`src/rtl/io_chan_pkg.sv`:
```
package io_chan_pkg;
  typedef enum logic {
    POLL_CSTEAL = 1'b0,
    POLL_IPOLL  = 1'b1
  } poll_src_e;

  typedef enum logic {
    SVC_HANDOFF = 1'b0,
    SVC_DPC     = 1'b1
  } svc_src_e;

  localparam int unsigned SVC_N_REQ = 2;
endpackage

```
`src/rtl/req_hold.sv`:
```
// Sticky request latch: set by input level, cleared by its grant.
module req_hold #(
  parameter int W = 1
) (
  input  logic         clk_i,
  input  logic         rst_ni,
  input  logic [W-1:0] set_i,
  input  logic [W-1:0] clr_i,
  output logic [W-1:0] pend_o
);
  logic [W-1:0] q_q;

  always_ff @(posedge clk_i or negedge rst_ni) begin
    if (!rst_ni) q_q <= '0;
    else         q_q <= (q_q | set_i) & ~clr_i;
  end

  // a request visible in the same cycle it arrives
  assign pend_o = q_q | set_i;


  pend_kept_chk: assert property (@(posedge clk_i) disable iff (!rst_ni)
    (q_q != '0 && clr_i == '0) |=> ((q_q & $past(q_q)) == $past(q_q)));
endmodule

```
`src/rtl/grp_core.sv`:
```
// One transaction group: fixed-priority pick on free cycles, busy until done.
module grp_core #(
  parameter  int N_REQ = 2,
  localparam int IDX_W = (N_REQ > 1) ? $clog2(N_REQ) : 1
) (
  input  logic             clk_i,
  input  logic             rst_ni,
  input  logic [N_REQ-1:0] req_i,
  input  logic             hold_i,
  input  logic             done_i,
  output logic             gnt_o,
  output logic [IDX_W-1:0] gnt_idx_o,
  output logic [N_REQ-1:0] gnt_vec_o,
  output logic             busy_o
);
  logic             busy_q, gnt_q;
  logic [IDX_W-1:0] idx_q, sel;
  logic             any_req;

  assign any_req = |req_i;

  // lowest index wins
  always_comb begin
    sel = '0;
    for (int i = N_REQ - 1; i >= 0; i--) begin
      if (req_i[i]) sel = IDX_W'(i);
    end
  end

  always_ff @(posedge clk_i or negedge rst_ni) begin
    if (!rst_ni) begin
      busy_q <= 1'b0;
      gnt_q  <= 1'b0;
      idx_q  <= '0;
    end else begin
      gnt_q <= 1'b0;
      if (busy_q) begin
        if (done_i) busy_q <= 1'b0;
      end else if (!hold_i && any_req) begin
        busy_q <= 1'b1;
        gnt_q  <= 1'b1;
        idx_q  <= sel;
      end
    end
  end

  always_comb begin
    gnt_vec_o = '0;
    if (gnt_q) gnt_vec_o[idx_q] = 1'b1;
  end

  assign gnt_o     = gnt_q;
  assign gnt_idx_o = idx_q;
  assign busy_o    = busy_q;


  gnt_busy_chk: assert property (@(posedge clk_i) disable iff (!rst_ni)
    gnt_q |-> busy_q);

  busy_no_gnt_chk: assert property (@(posedge clk_i) disable iff (!rst_ni)
    (busy_q && !done_i) |=> (busy_q && !gnt_q));

  done_free_chk: assert property (@(posedge clk_i) disable iff (!rst_ni)
    (busy_q && done_i) |=> !busy_q);

  one_winner_chk: assert property (@(posedge clk_i) disable iff (!rst_ni)
    $onehot0(gnt_vec_o));

  gnt_pulse_chk: assert property (@(posedge clk_i) disable iff (!rst_ni)
    gnt_q |=> !gnt_q);
endmodule

```
`src/rtl/io_chan_seq.sv`:
```
module io_chan_seq
  import io_chan_pkg::*;
#(
  parameter  int N_DEV = 8,
  localparam int DEV_W = (N_DEV > 1) ? $clog2(N_DEV) : 1
) (
  input  logic             clk_i,
  input  logic             rst_ni,
  input  logic             ipl_mode_i,
  input  logic [DEV_W-1:0] ipl_dev_i,
  input  logic             ipoll_req_i,
  input  logic [N_DEV-1:0] cs_req_i,
  input  logic             dpc_req_i,
  input  logic             poll_done_i,
  input  logic             svc_done_i,
  output logic             poll_gnt_o,
  output logic             poll_src_o,
  output logic [DEV_W-1:0] poll_dev_o,
  output logic             poll_busy_o,
  output logic             svc_gnt_o,
  output logic             svc_src_o,
  output logic             svc_busy_o,
  output logic             req_err_o
);
  localparam int P_N   = N_DEV + 1;
  localparam int P_W   = $clog2(P_N);
  localparam int S_W   = (SVC_N_REQ > 1) ? $clog2(SVC_N_REQ) : 1;
  localparam logic [P_W-1:0] IPOLL_IDX = P_W'(N_DEV);

  logic [N_DEV-1:0]     cs_pend, cs_mask;
  logic                 ipoll_pend, dpc_pend, ho_pend;
  logic [P_N-1:0]       poll_req, poll_gvec;
  logic [P_W-1:0]       poll_idx;
  logic [SVC_N_REQ-1:0] svc_req, svc_gvec;
  logic [S_W-1:0]       svc_idx;
  logic                 poll_gnt;

  req_hold #(.W(N_DEV)) u_cs_hold (
    .clk_i, .rst_ni, .set_i(cs_req_i), .clr_i(poll_gvec[N_DEV-1:0]), .pend_o(cs_pend)
  );
  req_hold #(.W(1)) u_ipoll_hold (
    .clk_i, .rst_ni, .set_i(ipoll_req_i), .clr_i(poll_gvec[N_DEV]), .pend_o(ipoll_pend)
  );
  req_hold #(.W(1)) u_dpc_hold (
    .clk_i, .rst_ni, .set_i(dpc_req_i), .clr_i(svc_gvec[SVC_DPC]), .pend_o(dpc_pend)
  );
  // poll grant becomes a service-group requester
  req_hold #(.W(1)) u_ho_hold (
    .clk_i, .rst_ni, .set_i(poll_gnt), .clr_i(svc_gvec[SVC_HANDOFF]), .pend_o(ho_pend)
  );

  assign cs_mask  = ipl_mode_i ? (N_DEV'(1) << ipl_dev_i) : '1;
  assign poll_req = {ipoll_pend & ~ipl_mode_i, cs_pend & cs_mask};

  grp_core #(.N_REQ(P_N)) u_poll (
    .clk_i, .rst_ni,
    .req_i     (poll_req),
    .hold_i    (ho_pend),
    .done_i    (poll_done_i),
    .gnt_o     (poll_gnt),
    .gnt_idx_o (poll_idx),
    .gnt_vec_o (poll_gvec),
    .busy_o    (poll_busy_o)
  );

  assign svc_req[SVC_HANDOFF] = ho_pend;
  assign svc_req[SVC_DPC]     = dpc_pend & ~ipl_mode_i;

  grp_core #(.N_REQ(SVC_N_REQ)) u_svc (
    .clk_i, .rst_ni,
    .req_i     (svc_req),
    .hold_i    (1'b0),
    .done_i    (svc_done_i),
    .gnt_o     (svc_gnt_o),
    .gnt_idx_o (svc_idx),
    .gnt_vec_o (svc_gvec),
    .busy_o    (svc_busy_o)
  );

  assign poll_gnt_o = poll_gnt;
  assign poll_src_o = (poll_idx == IPOLL_IDX);
  assign poll_dev_o = poll_src_o ? '0 : poll_idx[DEV_W-1:0];
  assign svc_src_o  = svc_idx[0];
  assign req_err_o  = ipoll_req_i & dpc_req_i;


  handoff_next_chk: assert property (@(posedge clk_i) disable iff (!rst_ni)
    (poll_gnt_o && !svc_busy_o) |=> (svc_gnt_o && svc_src_o == SVC_HANDOFF));

  poll_wait_ho_chk: assert property (@(posedge clk_i) disable iff (!rst_ni)
    (ho_pend && !poll_busy_o) |=> !poll_gnt_o);

  ipl_poll_chk: assert property (@(posedge clk_i) disable iff (!rst_ni)
    (poll_gnt_o && $past(ipl_mode_i)) |->
      (poll_src_o == POLL_CSTEAL && poll_dev_o == $past(ipl_dev_i)));

  ipl_svc_chk: assert property (@(posedge clk_i) disable iff (!rst_ni)
    (svc_gnt_o && $past(ipl_mode_i)) |-> (svc_src_o == SVC_HANDOFF));
endmodule

```
`config.mk`:
```
export PLATFORM = sky130hd
export DESIGN_NAME = io_chan_seq
export DESIGN_NICKNAME = d
export VERILOG_FILES = /design/src/rtl/io_chan_pkg.sv /design/src/rtl/req_hold.sv /design/src/rtl/grp_core.sv /design/src/rtl/io_chan_seq.sv
export SDC_FILE = /design/constraint.sdc
export NUM_CORES = 1
export LEC_CHECK = 0
export ABC_CLOCK_PERIOD_IN_PS = 2500
export BUFFER_PORTS_ARGS = -buffer_cell sky130_fd_sc_hd__buf_2
export CAP_MARGIN = 20
export CORE_AREA = 2 2 52 54
export DETAILED_ROUTE_END_ITERATION = 8
export DIE_AREA = 0 0 54 56
export PLACE_DENSITY = 0.76
export SYNTH_ARGS = -nofsm -noshare
export SYNTH_HDL_FRONTEND = slang
export SYNTH_SLANG_ARGS = --single-unit
export TNS_END_PERCENT = 30
```
`constraint.sdc`:
```
create_clock -name clk_i -period 2.5 [get_ports clk_i]
set_input_delay 0.375 -clock clk_i [delete_from_list [all_inputs] [get_ports clk_i]]
set_output_delay 0.375 -clock clk_i [all_outputs]
set_load 0.005 [all_outputs]
```
Word level (Yosys, flattened, before mapping)
Index checks and enable logic that the tools add are counted.
- output and inout port bits: 10
- input port bits: 18
- bits in registers: 20
- logic and storage cells: 70
- bitwise logic cells: 19
- magnitude comparators: 4
- reduce and logical (&&, ||, !) cells: 8
- equal/unequal tests: 1
- muxes and demuxes: 27
- shift operators: 1
- operators with widths (cell ; number):
    $mux 4 ; 9
    $and 8x8->8 ; 2
    $mux 1 ; 12
    $mux 9 ; 1
    $reduce_or 9->1 ; 1
    $mux 8 ; 1
    $not 8->8 ; 1
    $or 8x8->8 ; 1
    $shl 1x3->8 const A ; 1
    $and 1x1->1 ; 6
    $not 1->1 ; 6
    $lt 4x5->1 const B ; 1
    $demux 1 s4 ; 1
    $eq 4x4->1 const B ; 1
    $ge 4x1->1 const B ; 1
    $reduce_and 2->1 ; 2
    $logic_and 1x1->1 ; 3
    $mux 3 ; 1
    $or 1x1->1 ; 3
    $lt 1x2->1 const B ; 1
    $mux 2 ; 1
    $reduce_or 2->1 ; 1
    $demux 1 s1 ; 1
    $ge 1x1->1 const B ; 1
    $logic_not 1->1 ; 1

Depth between registers and ports, before layout
Gate-level depths: netlist of the first run.
- word-level depth: 11
- depth in mapped cells: 6
- gate-level depth less buffers: 5

By module
A second synthesis of the first run with hierarchy kept.
- cells, all modules: 117
- area total of the unflattened synthesis: 1147.4 µm²
- by module, submodules not included (module ; area an instance (µm²) ; instances ; cells an instance):
    grp_core (u_poll) ; 385.4 ; 1 ; 46
    req_hold (u_cs_hold) ; 330.3 ; 1 ; 24
    io_chan_seq ; 166.4 ; 1 ; 26
    grp_core (u_svc) ; 141.4 ; 1 ; 12
    req_hold (u_dpc_hold ...) ; 41.3 ; 3 ; 3

Worst setup path before layout of the first run
OpenSTA, ideal clock, no wires.
- kind: input-to-reg
- start point: in ipl_mode_i
- end point: reg u_poll.idx_q[1], in the netlist u_poll.gnt_idx_o[1]
- cell stages on the path: 5
- required time: 2.375 ns
- arrival: 1.771 ns
- path slack: 0.604 ns
- path through: a21boi_1 -> nor3_1 -> or4_4 -> o31a_1 -> mux2_4
- cells in the longest elaborated chain, start to end: 10
- elaborated cells between the ends (all ways): 15
- classes of those cells: mux: 9; bitwise: 3; reduce/logical: 3
- RTL lines (what ; line ; source):
    from (decl) ; io_chan_seq.sv:9 ; input logic ipl_mode_i,
    $mux 8 ; io_chan_seq.sv:52 ; assign cs_mask = ipl_mode_i ? (N_DEV'(1) << ipl_dev_i) : '1;
    $and 8x8->8 ; io_chan_seq.sv:53 ; assign poll_req = {ipoll_pend & ~ipl_mode_i, cs_pend & cs_mask};
    $mux 4 (8 in a row) ; grp_core.sv:26 ; if (req_i[i]) sel = IDX_W'(i);
    to (signal assigned) ; grp_core.sv:42 ; idx_q <= sel;
    to (decl) ; grp_core.sv:17 ; logic [IDX_W-1:0] idx_q, sel;
Parallel ways exist; a longest one is shown, timed or not.
A chain may end at the register's enable or synchronous reset.

Worst setup path after layout of the first run
- start point: reg u_cs_hold.q_q[4]
- end point: reg u_poll.idx_q[1], in the netlist u_poll.gnt_idx_o[1]
- cells in the longest elaborated chain, start to end: 7
- elaborated cells between the ends (all ways): 10
- classes of those cells: mux: 5; bitwise: 2; reduce/logical: 3
- RTL lines (what ; line ; source):
    from (decl) ; req_hold.sv:11 ; logic [W-1:0] q_q;
    from (signal assigned) ; req_hold.sv:15 ; else q_q <= (q_q | set_i) & ~clr_i;
    $or 8x8->8 (*) ; req_hold.sv:19 ; assign pend_o = q_q | set_i;
    $and 8x8->8 (*) ; io_chan_seq.sv:53 ;
    $mux 4 (5 in a row) ; grp_core.sv:26 ;
Every way passes the cells marked *; elsewhere a longest branch is shown, timed or not.

==> run_results.csv, run 1 <==
group,metric,value,unit
logic_synthesis,synth_edf_count,0,
critical_path,max_stage_delay,560,ps
critical_path,worstSetupPathType,"register to register",
clock_network,clk_pin_slew,120,ps
logic_synthesis,synth.avg_cell_area,9.752,sq um
sta,hold_violations,7,
sta,finalSetupViolations,0,
clock_network,tritoncts,"yes",
logic_synthesis,synth_seq_cells,20,
global_route,global_route.usage.total,16.86,%
critical_path,worst_ep_required_time,2700,ps
clock_network,cts_setup_buffers,0,
logic_synthesis,ys_top_cells_by_area,"dfrtp_1 50%, a21oi_1 7.0%, nor2_1 6.0%",
sta,layout_setup_ws,484.3,ps
clock_network,cts_made_buffers,3,
sta,timing.fmax,0.4961,GHz
cells_and_area,largest-register,"u_cs_hold.q_q",
critical_path,start_kind,"register",
cells_and_area,layout_common_cells,"27 x buf_2, 20 x dfrtp_1, 16 x nor2_1",
drt,final_antenna_net_count,0,
power,vdd_ir_drop_max,0.6315,mV
clock_network,root_buffer,"clkbuf_4",
critical_path,r2r_setup_slack,480,ps
clock_network,hold_buffers,0,
clock_network,clock_latency,300,ps
logic_synthesis,seq_area_frac_synth,50.31,%
sta,whs,-6.982,ps
sta,rsz0062_at_grt,"no",
cells_and_area,drive_gt1_share,27.13,%
logic_synthesis,synth_flop_cell,"dfrtp_1",
logic_synthesis,synth_fp_nets,120,
sta,fin_crit_sh,80.63,%
clock_network,clock_path_buffers,2,
critical_path,cp_slowest_cell,"or4_4",
logic_synthesis,synth_cell_type_count,34,
global_route,antenna_found_initial,0,
drt,routedWlPerCell,14.11,um
logic_synthesis,yosysTopAreaCellShare,50.31,%
cells_and_area,antennaDiodeCount,0,
drt,vias_per_cell,5.403,
drt,routed_wl,2243,um
die,ios,28,
logic_synthesis,synth_top_area_cell,"dfrtp_1",
logic_synthesis,yosysWarnings,0,
logic_synthesis,synth-async-reset-ratio,100.0,%
critical_path,path_buf_inv,0,
critical_path,critical_path.top_delay_family,"simple AND/OR/NAND/NOR gates",
cells_and_area,layout_commonest_cell,"buf_2",
power,leakage,0.5451,nW
critical_path,critPathCaptureType,"register",
die,rows,18,
cells_and_area,nets,148,
logic_synthesis,netlist_instances,102,
critical_path,path_cells,"nor2_1 > a21oi_1 > or4_4 > o31a_1 > mux2_4",
power,p_per_area,932.2,nW/um^2
run,drv_cap,0,
die,die_w,54,um
cells_and_area,syn_to_final_growth,21.01,%
placement,gp_congestion,0.8563,
global_route,grt_pass1_vias,891,
critical_path,crit_fanout,4,
clock_network,cts_resized,0,
die,coreArea,2432,sq um
drt,via_count,859,
clock_network,htreeDepth,1,
die,dieArea,3024,sq um
drt,drc_errors,0,
die,chipHeight,56,um
status,outcome,"finished, violations left",
sta,worst_pin_slew,557.5,ps
placement,dp_hpwl,1735,um
drt,firstDrtPassIters,4,
die,start_util,40.90,%
sta,layout_min_cycle_time,2016,ps
global_route,grt_pass1_wl,3857,um
sta,tns,0,ps
status,violations,"hold timing",
placement,io_buffers,27,
cells_and_area,largest_reg_flops,8,
logic_synthesis,synth_area,994.7,sq um
global_route,grt_max_degree,21,
global_route,gr-total-overflow,0,
clock_network,clock-sinks,20,
critical_path,cp_data_arrival_time,2220,ps
sta,drv_slew,0,
sta,max_slew_margin,62.75,%
hold_path,hp-class,"input port to asynchronous set/reset pin",
drt,first_iter_violations,14,
sta,fin_skew,7.811,ps
placement,post-place-ws,233.7,ps
[metrics by stage]
step                      power [W]  hold WS [ps]  util (%)  std cells  instance area [sq um]
after global placement    0.0008540         338.2     47.33        155                   1151
after floorplan           0.0007274         79.41         -        102                  994.7
final                      0.001122        -6.982     49.49        159                   1204
after CTS                  0.001131         12.34     49.49        159                   1204
after global routing       0.001202         9.846     49.49        159                   1204
after detailed placement  0.0008672         346.4     47.33        155                   1151
[Yosys cell counts, types with 2 or more instances]
| cell type | count |
|---|---|
| dfrtp_1 | 20 |
| nor2_1 | 16 |
| a21oi_1 | 14 |
| a21o_1 | 4 |
| nor2b_1 | 4 |
| o21ai_0 | 4 |
| clkbuf_1 | 3 |
| inv_1 | 3 |
| nor3_1 | 3 |
| a31oi_1 | 2 |
| and2_1 | 2 |
| mux2i_1 | 2 |
| nand3b_1 | 2 |
| o21a_1 | 2 |
| or3b_2 | 2 |
[kinds of logic (layout without fill, tap and decap cells)]
logic type	count (synthesis)	in the layout	synth area share, %
simple gates	38	38	21.89
flops	20	20	50.31
compound gates	34	34	21.51
buf+inv	7	34	2.767
mux	3	3	3.522
[power breakdown]
part / total, W / leakage, nW / internal (W) / switching [W]
clock: 0.000263 / 0.0279 / 0.000162 / 0.000101
combinational: 0.000344 / 0.301 / 0.000166 / 0.000177
sequential: 0.000516 / 0.216 / 0.000423 / 0.0000931
[path summary, 6_finish.rpt]
| kind | from | to | depth (start not counted) |
|---|---|---|---|
| max | u_cs_hold.q_q[4]$_DFF_PN0_ | u_poll.gnt_idx_o[1]$_DFFE_PN0P_ | 5 |
| min | rst_ni | u_poll.gnt_o$_DFF_PN0_ | 1 |
| max reg2reg | u_cs_hold.q_q[4]$_DFF_PN0_ | u_poll.gnt_idx_o[1]$_DFFE_PN0P_ | 5 |
| min reg2reg | u_svc.gnt_o$_DFF_PN0_ | u_ho_hold.q_q$_DFF_PN0_ | 1 |
| max in group asynchronous | rst_ni | u_cs_hold.q_q[6]$_DFF_PN0_ | 1 |
| min in group clk_i | svc_done_i | u_svc.busy_o$_DFF_PN0_ | 2 |
[cell type report]
cell class | count | area [sq um]
clock inverters | 1 | 30.03
clock buffers | 3 | 22.52
repair buffers | 27 | 135.1
inverters | 3 | 11.26
flip-flops and latches | 20 | 500.5
fillers | 232 | 1229
multi-input cells | 75 | 466.7
well taps | 30 | 37.54
[metal layers]
layer	GRT usage, %	wire length (um)	up-vias
li1	-	-	423
met1	21.77	1024	407
met2	28.05	1067	24
met3	2.688	119	5
met4	5.357	31	0
met5	0	0	-
[worst reg2reg max path: cells and delay by family, from the launching register on]
kind | cells | cell delay (ps)
compound gates | 2 | 450
simple gates | 2 | 760
flops | 1 | 380
mux | 1 | 320
Note: power is estimated with default switching activity, not from simulation.
==> run 2, diff against run 1 <==
- ABC_CLOCK_PERIOD_IN_PS: 2500 -> 1900
- clock period: 2.5 -> 1.9 ns (I/O delays scaled with it)
==> run_results.csv, run 2 (synthesized netlist as in run 1, its figures left out) <==
group,metric,value,unit
global_route,gr-total-overflow,0,
placement,place_area,1219,sq um
clock_network,clock_latency,310,ps
cells_and_area,nets,158,
drt,met3_length,154,um
critical_path,r2r_end,"u_poll.gnt_idx_o[1]$_DFFE_PN0P_",
critical_path,max_stage_delay,560,ps
placement,dp_hpwl,1874,um
global_route,grt_max_degree,21,
critical_path,start_kind,"register",
hold_path,hold_depth,2,
clock_network,clk_pin_slew,110,ps
die,dieArea,3024,sq um
critical_path,path_cells,"nor2_2 > a21oi_1 > or4_4 > o31a_1 > mux2_4",
sta,rsz0062_at_grt,"no",
die,die_w,54,um
global_route,global_route.usage.total,18.05,%
drt,met2_length,1155,um
placement,post-place-ws,-109.6,ps
drt,first_iter_violations,19,
placement,io_buffers,27,
clock_network,clock-sinks,20,
cells_and_area,layout_common_cells,"27 x buf_2, 20 x dfrtp_1, 14 x nor2_1, 14 x a21oi_1, 9 x buf_4",
sta,max_slew_margin,61.68,%
run,drv_cap,0,
critical_path,path_depth,5,
clock_network,htreeDepth,1,
critical_path,r2r_setup_slack,60,ps
cells_and_area,drive_gt1_share,33.09,%
drt,vias_per_cell,5.414,
hold_path,min_from,"svc_done_i",
die,start_util,40.90,%
hold_path,whs_endpoint,"u_svc.busy_o$_DFF_PN0_",
power,leakage,0.5870,nW
sta,fin_crit_sh,96.81,%
sta,finalSetupViolations,0,
cells_and_area,fill_cells,250,
critical_path,worst_ep_required_time,2100,ps
die,coreArea,2432,sq um
drt,drc_errors,0,
critical_path,worstSetupPathType,"register to register",
sta,drv_slew,0,
sta,worst_pin_slew,573.6,ps
sta,layout_setup_ws,60.53,ps
cells_and_area,syn_to_final_growth,27.67,%
sta,layout_min_cycle_time,1839,ps
critical_path,critPathCaptureType,"register",
cells_and_area,antennaDiodeCount,0,
cells_and_area,stdcell_count,169,
cells_and_area,final_area,1270,sq um
critical_path,crit_fanout,3,
global_route,grt_pass1_wl,3967,um
cells_and_area,layout_commonest_cell,"buf_2",
clock_network,cts_made_buffers,3,
sta,fin_skew,9.159,ps
placement,dp_cells,164,
global_route,antenna_found_initial,0,
die,chipHeight,56,um
cells_and_area,largest_reg_flops,8,
hold_path,hp-class,"input port to register",
clock_network,clock_path_buffers,2,
sta,hold_violations,0,
critical_path,critical_path.top_delay_family,"simple AND/OR/NAND/NOR gates",
clock_network,root_buffer,"clkbuf_4",
status,outcome,"finished, final reports clean",
drt,top_layer,"met4",
drt,routed_wl,2414,um
drt,routedWlPerCell,14.28,um
clock_network,cts_setup_buffers,0,
power,vdd_ir_drop_max,0.6273,mV
die,ios,28,
critical_path,path_buf_inv,0,
critical_path,worstReg2RegStart,"u_cs_hold.q_q[4]$_DFF_PN0_",
drt,final_antenna_net_count,0,
drt,firstDrtPassIters,4,
die,rows,18,
sta,timing.fmax,0.5436,GHz
drt,via_count,915,
critical_path,cp_slowest_cell,"or4_4",
critical_path,cp_data_arrival_time,2040,ps
power,p_per_area,1121,nW/um^2
clock_network,tritoncts,"yes",
cells_and_area,largest-register,"u_cs_hold.q_q",
global_route,grt_pass1_vias,896,
drt,wl_met1,1056,um
placement,gp_congestion,0.9252,
critical_path,ff2ff_path_depth,5,
==> run 2: cell count changes in the layout (fill, tap and decap cells not counted) <==
cell	previous run	this run
clkbuf_8	0	1
nor2_2	0	2
nor2_1	16	14
buf_4	0	9
dlygate4sd3_1	0	1
bufinv_16	1	0
==> run 2: layout make-up <==
type                       count  area, sq um  share of cell area (%)
inverter                       3        11.26                  0.8867
clock buffer                   4        36.28                   2.857
timing repair buffer          37        212.7                   16.75
sequential                    20        500.5                   39.41
multi-input combinational     75        471.7                   37.14
tap                           30        37.54                   2.956
==> run 2: how the worst max path moves through the flow <==
stage / start / end
6_report: u_cs_hold.q_q[4]$_DFF_PN0_ / u_poll.gnt_idx_o[1]$_DFFE_PN0P_
5_1_grt: u_cs_hold.q_q[4]$_DFF_PN0_ / u_poll.gnt_idx_o[1]$_DFFE_PN0P_
4_1_cts: u_cs_hold.q_q[4]$_DFF_PN0_ / u_poll.gnt_idx_o[1]$_DFFE_PN0P_
3_5_place_dp: ipl_dev_i[2] / u_poll.gnt_idx_o[1]$_DFFE_PN0P_
3_3_place_gp: ipl_dev_i[2] / u_poll.gnt_idx_o[1]$_DFFE_PN0P_
2_1_floorplan: u_cs_hold.q_q[4]$_DFF_PN0_ / u_poll.gnt_idx_o[1]$_DFFE_PN0P_
==> run 2: timing repair <==
item                       CTS  global route
hold endpoints to repair    20             0
setup endpoints to repair    1             3
hold buffers                 1             0
pin swaps                    0             1
resized for setup            1             1
==> run 2: per-stage QoR <==
stage               TNS [ps]  total power (W)  util [%]  hold slack, ps
finish                     0         0.001424     52.21           150.7
global route               0         0.001536     52.21           143.2
CTS                        0         0.001435     52.11           145.5
detailed placement    -310.9         0.001184     50.10           255.8
global placement      -98.23         0.001162     50.10           251.0
floorplan                  0        0.0009570         -          -10.59
==> run 2: per-layer routing <==
layer  vias up  global-route usage (%)
met4         0                   9.286
met2        27                   27.70
met5         -                       0
li1        442                       -
met1       440                   23.37
met3         6                   3.763
==> run 2: where the power goes <==
group / switching (W) / total [W] / leakage (nW) / internal (W)
combinational: 0.000245 / 0.000500 / 0.350 / 0.000255
clock: 0.000128 / 0.000245 / 0.0210 / 0.000117
sequential: 0.000122 / 0.000679 / 0.216 / 0.000556
total: 0.000496 / 0.00142 / 0.587 / 0.000928
